`src/rtl/pwr_seq_pkg.sv`:
```
package pwr_seq_pkg;
  localparam int ADDR_CAP  = 0;
  localparam int ADDR_CMP  = 1;
  localparam int ADDR_STAT = 2;
  localparam int ADDR_LIM  = 3;

  localparam int ST_CAP_ON = 0;
  localparam int ST_CMP_ON = 1;
  localparam int ST_BUSY   = 2;
  localparam int ST_ORDER  = 3;
  localparam int ST_TMO    = 4;

  typedef enum logic {DOM_CAP = 1'b0, DOM_CMP = 1'b1} dom_e;
endpackage

```
`src/rtl/pwr_order_chk.sv`:
```
module pwr_order_chk
  import pwr_seq_pkg::*;
(
  input  logic dom,
  input  logic tgt,
  input  logic cap_on,
  input  logic cmp_on,
  output logic same_state,
  output logic illegal
);
  logic cur;
  always_comb begin
    cur        = (dom == DOM_CMP) ? cmp_on : cap_on;
    same_state = (tgt == cur);
    illegal    = 1'b0;
    if (!same_state) begin
      if (dom == DOM_CMP && tgt && !cap_on) illegal = 1'b1;
      if (dom == DOM_CAP && !tgt && cmp_on) illegal = 1'b1;
    end
  end
endmodule

```
`src/rtl/pwr_agent_fsm.sv`:
```
module pwr_agent_fsm #(
  parameter int TO_W = 12
) (
  input  logic            clk,
  input  logic            rst,
  input  logic            start,
  input  logic            st_dom,
  input  logic            st_tgt,
  input  logic [TO_W-1:0] limit,
  input  logic            agt_ack,
  input  logic            agt_ack_on,
  output logic            agt_req,
  output logic            agt_dom,
  output logic            agt_tgt,
  output logic            busy,
  output logic            cap_on,
  output logic            cmp_on,
  output logic            tmo_pulse
);
  logic [TO_W-1:0] cnt;
  logic            expire;

  assign busy   = agt_req;
  assign expire = agt_req && !agt_ack && (cnt == limit);

  always_ff @(posedge clk) begin
    if (rst) begin
      agt_req   <= 1'b0;
      agt_dom   <= 1'b0;
      agt_tgt   <= 1'b0;
      cnt       <= '0;
      cap_on    <= 1'b0;
      cmp_on    <= 1'b0;
      tmo_pulse <= 1'b0;
    end else begin
      tmo_pulse <= 1'b0;
      if (agt_req) begin
        if (agt_ack) begin
          agt_req <= 1'b0;
          if (agt_dom) cmp_on <= agt_ack_on;
          else         cap_on <= agt_ack_on;
        end else if (expire) begin
          agt_req   <= 1'b0;
          tmo_pulse <= 1'b1;
        end else begin
          cnt <= cnt + 1'b1;
        end
      end else if (start) begin
        agt_req <= 1'b1;
        agt_dom <= st_dom;
        agt_tgt <= st_tgt;
        cnt     <= '0;
      end
    end
  end

  p_hold_r7: assert property (@(posedge clk) disable iff (rst)
    agt_req && !agt_ack && !expire |=> agt_req && $stable(agt_dom) && $stable(agt_tgt));
  p_ack_done_r3: assert property (@(posedge clk) disable iff (rst)
    agt_req && agt_ack |=> !agt_req && ((agt_dom ? cmp_on : cap_on) == $past(agt_ack_on)));
  p_cnt_bound_r8: assert property (@(posedge clk) disable iff (rst)
    busy |-> cnt <= limit);
  p_idle_ack_r10: assert property (@(posedge clk) disable iff (rst)
    !agt_req && agt_ack |=> $stable(cap_on) && $stable(cmp_on));
endmodule

```
`src/rtl/pwr_reg_if.sv`:
```
module pwr_reg_if
  import pwr_seq_pkg::*;
#(
  parameter int AW     = 2,
  parameter int DW     = 16,
  parameter int TO_W   = 12,
  parameter logic [TO_W-1:0] LIM_RST = 64
) (
  input  logic            clk,
  input  logic            rst,
  input  logic            wr_acc,
  input  logic [AW-1:0]   wr_addr,
  input  logic [DW-1:0]   wr_data,
  input  logic [AW-1:0]   rd_addr,
  input  logic            set_order,
  input  logic            set_tmo,
  input  logic            cap_on,
  input  logic            cmp_on,
  input  logic            busy,
  output logic [TO_W-1:0] limit,
  output logic [DW-1:0]   rd_data,
  output logic            irq
);
  logic ord_err, tmo_err;
  logic clr_ord, clr_tmo;
  logic [DW-1:0] stat;

  assign clr_ord = wr_acc && (wr_addr == AW'(ADDR_STAT)) && wr_data[ST_ORDER];
  assign clr_tmo = wr_acc && (wr_addr == AW'(ADDR_STAT)) && wr_data[ST_TMO];
  assign irq     = ord_err | tmo_err;

  always_comb begin
    stat            = '0;
    stat[ST_CAP_ON] = cap_on;
    stat[ST_CMP_ON] = cmp_on;
    stat[ST_BUSY]   = busy;
    stat[ST_ORDER]  = ord_err;
    stat[ST_TMO]    = tmo_err;
  end

  always_ff @(posedge clk) begin
    if (rst) begin
      ord_err <= 1'b0;
      tmo_err <= 1'b0;
      limit   <= LIM_RST;
      rd_data <= '0;
    end else begin
      if (set_order)    ord_err <= 1'b1;
      else if (clr_ord) ord_err <= 1'b0;
      if (set_tmo)      tmo_err <= 1'b1;
      else if (clr_tmo) tmo_err <= 1'b0;
      if (wr_acc && wr_addr == AW'(ADDR_LIM)) limit <= wr_data[TO_W-1:0];
      case (rd_addr)
        AW'(ADDR_STAT): rd_data <= stat;
        AW'(ADDR_LIM):  rd_data <= DW'(limit);
        AW'(ADDR_CAP):  rd_data <= DW'(cap_on);
        default:        rd_data <= DW'(cmp_on);
      endcase
    end
  end

  p_sticky_r9: assert property (@(posedge clk) disable iff (rst)
    ord_err && !clr_ord |=> ord_err);
  p_sticky_tmo_r9: assert property (@(posedge clk) disable iff (rst)
    tmo_err && !clr_tmo |=> tmo_err);
endmodule

```
`src/rtl/pwr_seq_ctrl.sv`:
```
module pwr_seq_ctrl
  import pwr_seq_pkg::*;
#(
  parameter int AW   = 2,
  parameter int DW   = 16,
  parameter int TO_W = 12,
  parameter logic [TO_W-1:0] LIM_RST = 64
) (
  input  logic          clk,
  input  logic          rst,
  input  logic          wr_en,
  input  logic [AW-1:0] wr_addr,
  input  logic [DW-1:0] wr_data,
  output logic          wr_ready,
  input  logic [AW-1:0] rd_addr,
  output logic [DW-1:0] rd_data,
  output logic          irq,
  output logic          agt_req,
  output logic          agt_dom,
  output logic          agt_tgt,
  input  logic          agt_ack,
  input  logic          agt_ack_on
);
  logic wr_acc, ctl_wr, dom, same, illegal, start, set_order;
  logic busy, cap_on, cmp_on, tmo_pulse;
  logic [TO_W-1:0] limit;

  assign wr_ready  = !busy;
  assign wr_acc    = wr_en && wr_ready;
  assign dom       = (wr_addr == AW'(ADDR_CMP));
  assign ctl_wr    = wr_acc && ((wr_addr == AW'(ADDR_CAP)) || dom);
  assign start     = ctl_wr && !same && !illegal;
  assign set_order = ctl_wr && illegal;

  pwr_order_chk u_chk (
    .dom(dom), .tgt(wr_data[0]), .cap_on(cap_on), .cmp_on(cmp_on),
    .same_state(same), .illegal(illegal)
  );

  pwr_agent_fsm #(.TO_W(TO_W)) u_fsm (
    .clk(clk), .rst(rst), .start(start), .st_dom(dom), .st_tgt(wr_data[0]),
    .limit(limit), .agt_ack(agt_ack), .agt_ack_on(agt_ack_on),
    .agt_req(agt_req), .agt_dom(agt_dom), .agt_tgt(agt_tgt), .busy(busy),
    .cap_on(cap_on), .cmp_on(cmp_on), .tmo_pulse(tmo_pulse)
  );

  pwr_reg_if #(.AW(AW), .DW(DW), .TO_W(TO_W), .LIM_RST(LIM_RST)) u_regs (
    .clk(clk), .rst(rst), .wr_acc(wr_acc), .wr_addr(wr_addr), .wr_data(wr_data),
    .rd_addr(rd_addr), .set_order(set_order), .set_tmo(tmo_pulse),
    .cap_on(cap_on), .cmp_on(cmp_on), .busy(busy), .limit(limit),
    .rd_data(rd_data), .irq(irq)
  );

  p_order_up_r4: assert property (@(posedge clk) disable iff (rst)
    $rose(agt_req) && agt_dom && agt_tgt |-> cap_on);
  p_order_dn_r5: assert property (@(posedge clk) disable iff (rst)
    $rose(agt_req) && !agt_dom && !agt_tgt |-> !cmp_on);
  p_one_req_r7: assert property (@(posedge clk) disable iff (rst)
    agt_req |-> !wr_ready);
endmodule

```
`config.mk`:
```
export PLATFORM = sky130hd
export DESIGN_NAME = pwr_seq_ctrl
export DESIGN_NICKNAME = d
export VERILOG_FILES = /design/src/rtl/pwr_seq_pkg.sv /design/src/rtl/pwr_order_chk.sv /design/src/rtl/pwr_agent_fsm.sv /design/src/rtl/pwr_reg_if.sv /design/src/rtl/pwr_seq_ctrl.sv
export SDC_FILE = /design/constraint.sdc
export NUM_CORES = 1
export LEC_CHECK = 0
export ABC_AREA = 1
export CORE_MARGIN = 2
export CORE_UTILIZATION = 45
export DETAILED_ROUTE_END_ITERATION = 10
export GPL_ROUTABILITY_DRIVEN = 1
export GPL_TIMING_DRIVEN = 0
export PLACE_DENSITY = 0.71
export RECOVER_POWER = 25
export SLEW_MARGIN = 20
export SYNTH_ARGS = -nofsm -noshare
export SYNTH_HDL_FRONTEND = slang
export SYNTH_SLANG_ARGS = --single-unit
```
`constraint.sdc`:
```
create_clock -name clk -period 1.29 [get_ports clk]
set_input_delay 0.129 -clock clk [delete_from_list [all_inputs] [get_ports clk]]
set_output_delay 0.129 -clock clk [all_outputs]
set_load 0.03 [all_outputs]
```
# == Word level (Yosys, flattened, before mapping) ==
# Cells that the tools add are included.
# totals
ff_bits,48
input_bits,25
out_inout_bits,21
word_cells,75
# op_classes
add_sub_neg,1
n_eq_ne,9
muxes,18
bitwise,4
n_reduce_logical,32
# ops
cell,count
two-way mux 12 bit,4
one-hot mux 12 bit (3 select lines),1
logical AND 1 bit,15
two-way mux 1 bit,13
"adder 12 x 1 -> 12 bit, second input constant",1
== test 12 bit,1
AND reduction 3 bit,3
"== test 2 bit, second input constant",4
zero test 1 bit,6
nonzero test 2 bit,3
zero test 2 bit,2
"inequality test 2 bit, second input constant",2
inverter 1 bit,3
OR reduction 3 bit,1
"== test 2 x 1 -> 1 bit, second input constant",1
AND reduction 2 bit,1
== test 1 bit,1
logical OR 1 bit,1
OR 1 bit,1

# == Logic depth before layout (Yosys ltp) ==
# Gate-level depths: netlist of the first run.
# logic_depth
depth_word,10
depth_mapped,13
ltp_nobuf,11

# == Cells and area by module ==
# Synthesis of the first run repeated with hierarchy kept, for this count alone.
# hier_totals
hier_cells,335
area_unflattened_um2,2376.0
# modules_own_cells
mod,n_inst,cells_each,area_per_inst_um2
pwr_agent_fsm,1,195,1312.5
pwr_reg_if,1,114,955.9
pwr_order_chk,1,15,62.6
pwr_seq_ctrl,1,11,45.0

# == Least setup slack after synthesis of the first run ==
# No wires, ideal clock.
# synth_timing
path_kind,reg2reg
from,register u_fsm.agt_req
to,register u_fsm.cnt[2]
arrival_time_ns,1.577
slack_ns,-0.399
stages_incl_launch_ff,11
path_buffers,3
path_cell_list,dfxtp_1 -> buf_2 -> inv_2 -> buf_2 -> nor2_1 -> nand2_2 -> nand2_2 -> buf_6 -> nand2_1 -> nand2_1 -> nor2_1
# synth_via
elab_chain_len,7
elab_cells_between_ends,12
# synth_rtl
item,line,rtl
"start, declared",pwr_agent_fsm.sv:12,"output logic agt_req,"
"start signal, assigned",pwr_agent_fsm.sv:28,agt_req <= 1'b0;
"start signal, assigned",pwr_agent_fsm.sv:39,agt_req <= 1'b0;
"start signal, assigned",pwr_agent_fsm.sv:43,agt_req <= 1'b0;
zero test 1 bit,pwr_seq_ctrl.sv:28,assign wr_ready = !busy;
named net wr_ready,pwr_seq_ctrl.sv:14,"output logic wr_ready,"
logical AND 1 bit,pwr_seq_ctrl.sv:29,assign wr_acc = wr_en && wr_ready;
logical AND 1 bit,pwr_seq_ctrl.sv:31,assign ctl_wr = wr_acc && ((wr_addr == AW'(ADDR_CAP)) || dom);
logical AND 1 bit (2 in a row),pwr_seq_ctrl.sv:32,assign start = ctl_wr && !same && !illegal;
nonzero test 2 bit (no line),n/a,
AND reduction 3 bit (no line),n/a,
"end signal, assigned",pwr_agent_fsm.sv:46,cnt <= cnt + 1'b1;
"end, declared",pwr_agent_fsm.sv:20,logic [TO_W-1:0] cnt;
# The timed path passes the listed nets, and every way through them passes these cells.
# A chain may end at the register's enable or synchronous reset.

# == Worst setup path after layout of the first run ==
# layout_timing
from,register u_regs.limit[8]
to,register u_fsm.cnt[5]
# layout_via
elab_chain_len,4
# layout_rtl
item,line,rtl
"start, declared",pwr_reg_if.sv:20,"output logic [TO_W-1:0] limit,"
"start signal, assigned",pwr_reg_if.sv:52,if (wr_acc && wr_addr == AW'(ADDR_LIM)) limit <= wr_data[TO_W-1:0];
== test 12 bit,pwr_agent_fsm.sv:24,assign expire = agt_req && !agt_ack && (cnt == limit);
logical AND 1 bit,pwr_agent_fsm.sv:24,
inequality test 2 bit (no line),n/a,
AND reduction 3 bit (no line),n/a,
# Every way passes these cells.

==> results.md, run 1 <==
* Port buffer count at 36
* Fin Clk Skew at 0.0102 ns
* Util after Layout at 71.2%
* FILL cells at 377
* Die width at 72.1 um
* Post-Place Cells at 388
* Total track usage at 23.4%
* Diodes inserted at 0
* Syn. warnings at 0
* Hold slack at 0.231 ns
* Detailed placer's ending HPWL at 3740 um
* Placer Congestion at 0.864
* Setup TNS at -2.05 ns
* Num CTS Buffers at 5
* Number of synthesized flops with an enable pin at 0
* Num rows at 24
* Most frequent cells in the layout: nand2_1 (54), nor2_1 (32), dfxtp_1 (23), buf_4 (22)
* Power density over the cells at 929 mW/mm^2
* End point of the worst hold path: u_fsm.agt_tgt
* Asr flop ratio synth at 0%
* DRC at 0
* Root Driver: clkbuf_8
* Vias post-DR at 2182
* CP max FO at 5
* CP Launch Type: flip-flop
* Crit. End Element: flip-flop
* Static Leakage at 1.37 nW
* Total grt overflow at 0
* Worst reg2reg endpoint: u_fsm.cnt[5]
* Mapped Avg Cell Area at 7.03 um^2
* Worst Path Arrival at 1.65 ns
* RR Startpoint: u_regs.limit[8]
* Violated checks: setup timing
* Crit share post-route at 114%
* Die Ht at 72.1 um
* Max-cap violations at 0
* Reg2reg setup slack at -0.18 ns
* Final setup fails at 15
* Place WS at -0.613 ns
* CTS clk-pin slew, worst paths at 0.10 ns
* Post-synth top area share at 42.2%
* Post-route cell area at 0.00314 mm^2
* Max Fclk at 678 MHz
* Largest cells by area after synthesis: dfxtp_1 (42%), nand2_1 (13%), nor2_1 (7.7%)
* CTS tree: done
* Drt total wl at 6080 um
* Hold path cells at 3
* Core area at 0.00441 mm^2
* Initial antenna violation count at 0
* Ports at 46
* Least-Margin Pin Slew at 0.579 ns
* Synth Instances at 297
* Avg WL per Cell at 14.5 um
* RSZ-0062 raised after global routing: true
* CTS H-tree lvls at 2
* Sequential share of power at 49.7%
* Area Growth Syn to Fin at 50.5%
* Non-Filler Instances at 420
* Total power at 2.92 mW
* Worst setup margin at -0.184 ns
* Clock latency on the worst-skew pair at 0.31 ns
* Drt first-iter violations at 117
* Final hold violation count at 0
* WS Path Type: reg -> reg
* HP Start: wr_data[0]
* Final Critical Period at 1.47 ns
* Psw at 0.882 mW
* Placed cell area at 0.00257 mm^2
* Combinational Power Share at 19.1%
* Antenna viol nets, final at 0
* Switching share of total power at 30.2%
* Crit path required time at 1.46 ns
* Clock power share at 31.2%
* Worst hold path class: in -> reg
* Layout cells sized above 1 at 36.4%
* Status: finished, violations left
* DRT Pass-1 Iters at 4
* CTS max path bufs at 2
* Synthesized area at 0.00209 mm^2
* Register area share after synthesis at 42.2%
* Largest net degree at the start of global routing at 16
* Fin nets at 393
* Die area at 0.00520 mm^2
* First-pass GRT wire length at 9340 um
* Slew Viols, Final at 0
* Yosys reg bits at 44
* Maximum vdd drop at 0.707 mV
* Synth area leader: dfxtp_1
* Clock Sinks at 44
* Most common cell after layout, fill and taps aside: nand2_1
* Slew headroom at 61.4%
* Top FF cell, synth: dfxtp_1
* Yosys cell types at 29
* FF-to-FF path depth at 9
* Number of global-route vias before repair at 2122
* Via density per instance at 5.20
* Int Power at 2.04 mW
* Starting Density at 47.3%
==> what timing repair did <==
| item | in CTS | in global routing |
|---|---|---|
| setup endpoints to repair | 43 | 30 |
| buffers inserted | 19 | 4 |
| hold buffers | 0 | 0 |
| cloned | 3 | 0 |
| pin swaps | 26 | 24 |
| resized for setup | 106 | 35 |
==> flip-flops by register name, summed over array words and instances (netlist names) <==
register / flops
u_fsm.agt_dom: 1
u_fsm.agt_req: 1
u_fsm.agt_tgt: 1
u_fsm.cap_on: 1
u_fsm.cmp_on: 1
u_fsm.cnt: 12
u_fsm.tmo_pulse: 1
u_regs.limit: 12
u_regs.ord_err: 1
u_regs.rd_data: 12
u_regs.tmo_err: 1
==> worst max path at each step <==
stage / startpoint / end / slack [ns] / cells past startpoint
final: u_regs.limit[8] / u_fsm.cnt[5] / -0.18 / 9
after global routing: u_fsm.cnt[10] / u_fsm.cnt[1] / -0.26 / 11
after floorplan: u_fsm.agt_req / u_fsm.cnt[2] / -0.09 / 10
after global placement: wr_addr[1] / u_fsm.cnt[5] / -0.59 / 9
after CTS: u_fsm.agt_req / u_fsm.cnt[5] / -0.13 / 11
after detailed placement: wr_addr[1] / u_fsm.cnt[5] / -0.61 / 9
==> routing by layer <==
metal / GRT usage [%] / up-vias / routed length [um]
met5: 0 / - / 0
met4: 10.9 / 0 / 148
met3: 4.44 / 14 / 331
met2: 40.9 / 69 / 2990
met1: 27.5 / 1018 / 2610
li1: - / 1081 / -
==> power groups by stage <==
| stage | combinational, mW | sequential [mW] | clock, mW |
|---|---|---|---|
| 2_1_floorplan | 0.248 | 1.49 | 0 |
| 3_3_place_gp | 0.407 | 1.48 | 0 |
| 3_5_place_dp | 0.411 | 1.48 | 0 |
| 4_1_cts | 0.511 | 1.44 | 0.906 |
| 5_1_grt | 0.601 | 1.46 | 0.951 |
| 6_report | 0.557 | 1.45 | 0.911 |
==> layout make-up <==
cell class / instances / area (um^2) / area share, %
buffer: 12 / 90.1 / 2.87
clock buffer: 5 / 68.8 / 2.19
clock inverter: 3 / 23.8 / 0.757
inverter: 29 / 121 / 3.86
multi-input combinational: 213 / 1290 / 41.0
sequential: 44 / 925 / 29.4
tap: 52 / 65.1 / 2.07
timing repair buffer: 62 / 561 / 17.8
==> cells by family (layout without fill, tap and decap cells) <==
group           Yosys count  after routing  synth area share (%)
compound gates           47             47                  12.0
xor+xnor                 10             10                  4.56
fa+ha+maj                 1              1                 0.599
buf+inv                  43            111                  9.41
flops                    44             44                  42.2
other cells               1              4                 0.180
simple gates            151            151                  31.1
==> synthesized netlist by cell type (2+ instances only) <==
master	instances
nand4_1	3
nand2_2	3
inv_2	3
inv_1	26
nor2_1	43
buf_4	4
xor2_1	2
nand3_1	16
nor3b_1	3
nand2_1	71
o21ai_0	19
xnor2_1	7
buf_2	4
or2_2	2
nand3b_1	2
buf_6	2
dfxtp_1	44
a21oi_1	23
nor3_1	5
clkbuf_1	4
o211ai_1	3
==> critical path, stage by stage, from the launching register on <==
cell and delay [ns]:
dfxtp_2 0.35, xnor2_1 0.15, nand2_1 0.10, nor2_1 0.12, nand3_2 0.14, nand2_4 0.14
nand2_8 0.08, buf_6 0.14, nand2_2 0.06, a21oi_2 0.06
No activity file was read; power rests on OpenSTA's default activity.
==> inputs of run 2 (changes only) <==
--- a/config.mk
+++ b/config.mk
@@ -8,6 +8,7 @@
 export ABC_AREA = 1
 export CORE_MARGIN = 2
 export CORE_UTILIZATION = 45
+export CTS_CLUSTER_SIZE = 14
 export DETAILED_ROUTE_END_ITERATION = 10
 export GPL_ROUTABILITY_DRIVEN = 1
 export GPL_TIMING_DRIVEN = 0
==> results of run 2 <==
Same layout as run 1: the final DEF is identical, and so are final timing and power.
